**src/rtl/seg_addr_pkg.sv**
```systemverilog
package seg_addr_pkg;
  typedef enum logic [1:0] {
    STEP_NONE = 2'b00,
    STEP_INC  = 2'b01,
    STEP_DEC  = 2'b10,
    STEP_RSV  = 2'b11
  } step_e;

  // slot order follows the mapped offsets 0xFC..0xFF
  typedef enum logic [1:0] {
    PW_X  = 2'd0,
    PW_SP = 2'd1,
    PW_B  = 2'd2,
    PW_S  = 2'd3
  } pwin_e;

  localparam logic [7:0] SP_RESET = 8'h6F;
endpackage

```
**src/rtl/seg_addr_xlate.sv**
```systemverilog
module seg_addr_xlate #(
  parameter int SEG_COUNT = 2,
  parameter int IDX_W     = 9
) (
  input  logic             clk,
  input  logic             rst_sn,
  input  logic [7:0]       la_i,
  input  logic [7:0]       seg_i,
  output logic [15:0]      phys_o,
  output logic             oob_o,
  output logic [IDX_W-1:0] idx_o,
  output logic             win_hit_o,
  output logic [1:0]       win_sel_o
);
  localparam int         FLAT_BASE = SEG_COUNT * 128;
  localparam logic [8:0] SEG_LIM   = 9'(SEG_COUNT);

  always_comb begin
    if (la_i[7]) begin
      phys_o = {8'h00, la_i};
      oob_o  = 1'b0;
      idx_o  = IDX_W'(FLAT_BASE) + IDX_W'(la_i[6:0]);
    end else begin
      phys_o = {seg_i, 1'b0, la_i[6:0]};
      oob_o  = ({1'b0, seg_i} >= SEG_LIM);
      idx_o  = IDX_W'({seg_i, la_i[6:0]});
    end
    win_hit_o = (la_i[7:2] == 6'h3F);
    win_sel_o = la_i[1:0];
  end

  assert_flat_bank_R1: assert property (@(posedge clk) disable iff (!rst_sn)
    la_i[7] |-> (phys_o[15:8] == 8'h00 && !oob_o));

  assert_valid_range_R6: assert property (@(posedge clk) disable iff (!rst_sn)
    !oob_o |-> ({1'b0, phys_o[15:8]} < SEG_LIM));
endmodule

```
**src/rtl/seg_ptr_regs.sv**
```systemverilog
module seg_ptr_regs
  import seg_addr_pkg::*;
(
  input  logic            clk,
  input  logic            rst_sn,
  input  logic            wr_win_i,
  input  logic [1:0]      wr_sel_i,
  input  logic [7:0]      wr_data_i,
  input  logic            mod_en_i,
  input  logic [1:0]      mod_sel_i,
  input  logic [1:0]      step_i,
  output logic [3:0][7:0] ptr_o
);
  logic [3:0][7:0] ptr_q, ptr_d;
  logic            upd_en;
  step_e           step;

  assign step   = step_e'(step_i);
  assign upd_en = wr_win_i | mod_en_i;

  always_comb begin
    ptr_d = ptr_q;
    if (mod_en_i) begin
      if (step == STEP_INC) ptr_d[mod_sel_i] = ptr_q[mod_sel_i] + 8'd1;
      else if (step == STEP_DEC) ptr_d[mod_sel_i] = ptr_q[mod_sel_i] - 8'd1;
    end
    // a write to the mapped slot overrides the step
    if (wr_win_i) ptr_d[wr_sel_i] = wr_data_i;
  end

  always_ff @(posedge clk or negedge rst_sn) begin
    if (!rst_sn) begin
      ptr_q <= {8'h00, 8'h00, SP_RESET, 8'h00};
    end else if (upd_en) begin
      ptr_q <= ptr_d;
    end
  end

  assign ptr_o = ptr_q;

  assert_b_inc_R5: assert property (@(posedge clk) disable iff (!rst_sn)
    (mod_en_i && step == STEP_INC && mod_sel_i == PW_B && !(wr_win_i && wr_sel_i == PW_B))
    |=> ptr_q[PW_B] == $past(ptr_q[PW_B]) + 8'd1);

  assert_x_dec_R5: assert property (@(posedge clk) disable iff (!rst_sn)
    (mod_en_i && step == STEP_DEC && mod_sel_i == PW_X && !(wr_win_i && wr_sel_i == PW_X))
    |=> ptr_q[PW_X] == $past(ptr_q[PW_X]) - 8'd1);

  assert_write_wins_R7: assert property (@(posedge clk) disable iff (!rst_sn)
    wr_win_i |=> ptr_q[$past(wr_sel_i)] == $past(wr_data_i));
endmodule

```
**src/rtl/seg_ram_store.sv**
```systemverilog
module seg_ram_store #(
  parameter int DEPTH = 384,
  parameter int IDX_W = 9
) (
  input  logic             clk,
  input  logic             rst_sn,
  input  logic             we_i,
  input  logic [IDX_W-1:0] idx_i,
  input  logic [7:0]       wdata_i,
  output logic [7:0]       rdata_o
);
  logic [7:0] mem_q [DEPTH];

  always_ff @(posedge clk) begin
    if (we_i) mem_q[idx_i] <= wdata_i;
  end

  assign rdata_o = (int'(idx_i) < DEPTH) ? mem_q[idx_i] : 8'h00;

  assert_write_in_range_R6: assert property (@(posedge clk) disable iff (!rst_sn)
    we_i |-> (int'(idx_i) < DEPTH));
endmodule

```
**src/rtl/seg_addr_unit.sv**
```systemverilog
module seg_addr_unit
  import seg_addr_pkg::*;
#(
  parameter int SEG_COUNT = 2
) (
  input  logic        clk,
  input  logic        rst_n,
  input  logic        req_i,
  input  logic        mode_i,
  input  logic        ptr_sel_i,
  input  logic [1:0]  step_i,
  input  logic [7:0]  dir_addr_i,
  input  logic        wr_en_i,
  input  logic [7:0]  wr_data_i,
  output logic [15:0] phys_addr_o,
  output logic [7:0]  rd_data_o,
  output logic        oor_o
);
  localparam int DEPTH = (SEG_COUNT + 1) * 128;
  localparam int IDX_W = $clog2(DEPTH);

  logic [1:0]       rst_sync_q;
  logic             rst_sn;
  logic [3:0][7:0]  ptr;
  logic [7:0]       la;
  logic [1:0]       mod_sel;
  logic [15:0]      phys;
  logic             oob, win_hit;
  logic [1:0]       win_sel;
  logic [IDX_W-1:0] idx;
  logic [7:0]       ram_rd;
  logic             wr_win, ram_we, mod_en;

  always_ff @(posedge clk or negedge rst_n) begin
    if (!rst_n) rst_sync_q <= 2'b00;
    else        rst_sync_q <= {rst_sync_q[0], 1'b1};
  end
  assign rst_sn = rst_sync_q[1];

  assign mod_sel = ptr_sel_i ? PW_X : PW_B;
  assign la      = mode_i ? ptr[mod_sel] : dir_addr_i;

  seg_addr_xlate #(.SEG_COUNT(SEG_COUNT), .IDX_W(IDX_W)) xlate_i (
    .clk(clk), .rst_sn(rst_sn), .la_i(la), .seg_i(ptr[PW_S]),
    .phys_o(phys), .oob_o(oob), .idx_o(idx),
    .win_hit_o(win_hit), .win_sel_o(win_sel)
  );

  assign wr_win = req_i & wr_en_i & win_hit;
  assign ram_we = req_i & wr_en_i & ~win_hit & ~oob;
  assign mod_en = req_i & mode_i & ((step_i == STEP_INC) | (step_i == STEP_DEC));

  seg_ptr_regs ptr_i (
    .clk(clk), .rst_sn(rst_sn),
    .wr_win_i(wr_win), .wr_sel_i(win_sel), .wr_data_i(wr_data_i),
    .mod_en_i(mod_en), .mod_sel_i(mod_sel), .step_i(step_i),
    .ptr_o(ptr)
  );

  seg_ram_store #(.DEPTH(DEPTH), .IDX_W(IDX_W)) ram_i (
    .clk(clk), .rst_sn(rst_sn), .we_i(ram_we), .idx_i(idx),
    .wdata_i(wr_data_i), .rdata_o(ram_rd)
  );

  always_comb begin
    if (!req_i)       rd_data_o = 8'h00;
    else if (win_hit) rd_data_o = ptr[win_sel];
    else if (oob)     rd_data_o = 8'h00;
    else              rd_data_o = ram_rd;
  end

  assign phys_addr_o = phys;
  assign oor_o       = req_i & oob;

  assert_oor_reads_zero_R6: assert property (@(posedge clk) disable iff (!rst_sn)
    oor_o |-> rd_data_o == 8'h00);

  assert_idle_quiet_R10: assert property (@(posedge clk) disable iff (!rst_sn)
    !req_i |-> (rd_data_o == 8'h00 && !oor_o));

  assert_oor_flat_excl_R1: assert property (@(posedge clk) disable iff (!rst_sn)
    oor_o |-> !la[7]);
endmodule

```
**config.mk**
```make
export PLATFORM = sky130hd
export DESIGN_NAME = seg_addr_unit
export DESIGN_NICKNAME = d
export VERILOG_FILES = /design/src/rtl/seg_addr_pkg.sv /design/src/rtl/seg_addr_xlate.sv /design/src/rtl/seg_ptr_regs.sv /design/src/rtl/seg_ram_store.sv /design/src/rtl/seg_addr_unit.sv
export SDC_FILE = /design/constraint.sdc
export NUM_CORES = 2
export LEC_CHECK = 0
export ABC_AREA = 0
export BUFFER_PORTS_ARGS = -buffer_cell sky130_fd_sc_hd__buf_4
export CORE_MARGIN = 5
export CORE_UTILIZATION = 63
export DETAILED_ROUTE_END_ITERATION = 10
export GPL_TIMING_DRIVEN = 1
export PLACE_DENSITY_LB_ADDON = 0.15
export SYNTH_ARGS = -nofsm -noshare
export SYNTH_HDL_FRONTEND = slang
export SYNTH_SLANG_ARGS = --single-unit
export TNS_END_PERCENT = 10
```
**constraint.sdc**
```tcl
create_clock -name clk -period 4.9 [get_ports clk]
set_input_delay 0.98 -clock clk [delete_from_list [all_inputs] [get_ports clk]]
set_output_delay 0.98 -clock clk [all_outputs]
set_load 0.1 [all_outputs]
```
==> impl_metrics.csv <==
group,metric,value,unit
outcome,status,"complete, but fails checks",
outcome,violations,"setup timing",
critical_path,r2r_slack,1.12,ns
cells_and_area,fin_cells,10813,
sta,grt_setup_unrepaired,"yes",
sta,fmax,0.165,GHz
sta,postLayoutSetupSlackWorst,-1.16,ns
floorplanning,io_pins,49,
sta,hold_ws,0.254,ns
drt,drt.antenna.violating_nets,0,
sta,hold_violations,0,
floorplanning,fp.dieArea,203000,um^2
sta,setup_violations,8,
yosys,synth_area_leaders,"edfxtp_1 (75%), mux4_2 (10%), nand2_1 (2.2%)",
cells_and_area,fill_cells,10476,
power,p_comb_share,18.3,%
place,place_hpwl,249000,um
power,seq_power_share,45.8,%
sta,slew_violations,0,
place,place_area,136000,um^2
floorplanning,core,193000,um^2
critical_path,r2r_start,"ptr_i.ptr_o[6]$_DFFE_PN0P_",
sta,worst_pin_slew,1.27,ns
yosys,muxShareOfSynthArea,11.9,%
critical_path,critical_path_arrival,5.08,ns
critical_path,endpoint_kind,"primary output",
floorplanning,die_w,451,um
yosys,synth.most_common_cell,"edfxtp_1",
clock_tree,cts-root-buf,"clkbuf_16",
min_path,hp-class,"flop to async pin",
cells_and_area,layout-drive-gt1-share,30.8,%
power,p_int,47.1,mW
cells_and_area,area_delta_synth_final,20.2,%
place,pre_cts_slack,-1.45,ns
critical_path,worstRegToRegCells,11,
drt,routed_via_density,7.00,
cells_and_area,final_area,147000,um^2
clock_tree,cts_tree,"yes",
global_route,grt_pass1_wl,542000,um
sta,fin_crit,6.06,ns
yosys,yosys.area.top_type_share,75.4,%
flow_run,max-cap-violations,0,
critical_path,critical_path_required,3.92,ns
yosys,syn_avg_cell_area,18.3,um^2
place,place_inst,10225,
drt,drtPass1Iterations,9,
yosys,ys_seq_area_share,76.1,%
drt,drc,0,
sta,skew,0.0605,ns
yosys,synth_top_family_by_area,"multiplexers",
yosys,ys_top_cells_by_count,"edfxtp_1 (3072), nand2_1 (707), mux4_2 (546)",
power,p_sw_share,26.4,%
drt,routedWlPerCell,35.5,um
yosys,post_synth_fa_ha_maj_area_fraction,0.0409,%
critical_path,worstPathMaxFanout,11,
floorplanning,core.rowCount,161,
yosys,yosys_warnings,0,
cells_and_area,fin_util,76.3,%
clock_tree,clock_latency,0.96,ns
global_route,antenna_found_initial,25,
yosys,ys_async_sr_fraction,1.09,%
power,p_sw,16.9,mW
sta,min_period_over_period,124,%
yosys,syn_inst,6697,
critical_path,worstSetupPathType,"input pin to primary output",
clock_tree,cts_buffers,319,
yosys,yosys.area_share.simple,5.81,%
clock_tree,cts.sinks,3106,
yosys,ys.flop_type,"edfxtp_1",
power,ir_drop,0.308,mV
power,power.total,64.1,mW
drt,first_iter_violations,13731,
power,leakage,49.8,nW
yosys,synth_edf_count,3072,
global_route,grt.overflow.total,0,
critical_path,timing.rr.end,"ram_i.mem_q[315][7]$_DFFE_PP_",
cells_and_area,nNetsFinal,8078,
global_route,track_usage,37.8,%
power,cellPowerDensity,436,nW/um^2
floorplanning,start_util,63.5,%
place,io_buffers,48,
place,gp_congestion,0.994,
clock_tree,cts_buffer_depth,4,
global_route,grt_pass1_vias,73308,
yosys,synth_seq_cells,3106,
drt,wl,384000,um
floorplanning,die_y,451,um
yosys,synth_cell_type_count,83,
global_route,grt_max_degree,155,
clock_tree,cts_htree_levels,5,
sta,relSlewSlack,15.4,%
yosys,synth_xor_area_share,0.0931,%
yosys,synth_compound_area_share,4.03,%
power,p_clk_share,35.8,%
drt,vias,75669,
yosys,synth_top_cell_by_area,"edfxtp_1",
critical_path,start_kind,"input pin",
yosys,syn-cell-area,122000,um^2
clock_tree,clk_pin_slew_worst_paths,0.07,ns
sta,fin_setup_tns,-8.12,ns
-- power by group through the flow --
stage	sequential, mW	combinational, mW	clock, mW
after floorplan	29.9	5.19	0
after global placement	29.9	10.6	0
after detailed placement	29.9	10.8	0
after CTS	29.4	11.3	23.0
after global routing	29.3	11.9	24.2
final	29.4	11.7	23.0
-- worst max-delay path by stage --
stage	from	end	slack, ns	cells past startpoint
5_1_grt	ptr_i.ptr_o[0]$_DFFE_PN0P_	rd_data_o[1]	-1.09	16
3_5_place_dp	ptr_sel_i	rd_data_o[5]	-1.45	16
2_1_floorplan	ptr_sel_i	rd_data_o[2]	-0.86	13
3_3_place_gp	ptr_sel_i	rd_data_o[5]	-1.51	15
6_report	ptr_sel_i	rd_data_o[2]	-1.16	17
4_1_cts	ptr_i.ptr_o[0]$_DFFE_PN0P_	rd_data_o[1]	-0.98	16
-- cells by family (layout without fill, tap and decap cells) --
group,after synthesis,after routing
flops,3106,3106
simple gates,1646,1646
mux,765,765
compound gates,713,713
buf+inv,448,1990
xor+xnor,13,13
fa+ha+maj,4,4
other cells,2,50
-- critical path, cell delays in order --
cell and delay (ns):
buf_4 0.15, buf_4 0.21, mux2i_4 0.26, a21o_4 0.27
inv_2 0.15, nor2_4 0.46, buf_4 0.33, buf_12 0.19
buf_4 0.21, a22oi_1 0.11, nand3_1 0.16, nand4_1 0.21
a211oi_4 0.52, o21ai_0 0.20, buf_4 0.16, o211ai_1 0.17
clkbuf_16 0.29
-- placed cells by master, fill, tap and decap left out, types with 54 or more instances in the layout --
cell type / count
mux2i_1: 187
clkbuf_1: 71
a31oi_1: 66
buf_12: 174
edfxtp_1: 3072
o21ai_0: 54
nand3_1: 254
nor2_1: 435
clkinv_1: 68
buf_4: 1219
mux4_2: 546
and2_1: 70
a22oi_1: 96
nand2_1: 685
a21oi_1: 153
clkbuf_16: 326
a221oi_1: 81
-- layer usage --
layer  global-route usage, %  share of wire (%)
met1                    52.6                 34
met2                    55.0                 44
met3                    10.8                 15
met4                    20.6                6.8
met5                       0              0.018
-- cell type report --
| cell class | instances | area, um^2 | area share (%) |
|---|---|---|---|
| clock buffer | 396 | 8400 | 5.71 |
| sequential | 3106 | 93100 | 63.3 |
| timing repair buffer | 1426 | 13300 | 9.05 |
| timing repair inverter | 5 | 109 | 0.0740 |
| antenna | 17 | 42.5 | 0.0289 |
| tap | 2526 | 3160 | 2.15 |
| clock inverter | 145 | 1210 | 0.822 |
| inverter | 18 | 134 | 0.0910 |
| multi-input combinational | 3174 | 27600 | 18.8 |
-- registers in the layout (all words and copies together) (netlist names) --
name         cells
ram_i.mem_q   3072
rst_sync_q       2
ptr_i.ptr_o     32
-- timing repair --
item,CTS,global route
hold endpoints to repair,2,0
endpoints found under the setup margin,8,8
hold buffers,1,0
cloned,12,0
pin swaps,28,16
setup buffers,15,2
gates resized for setup,123,20
Power figures use the tool's default switching activity.
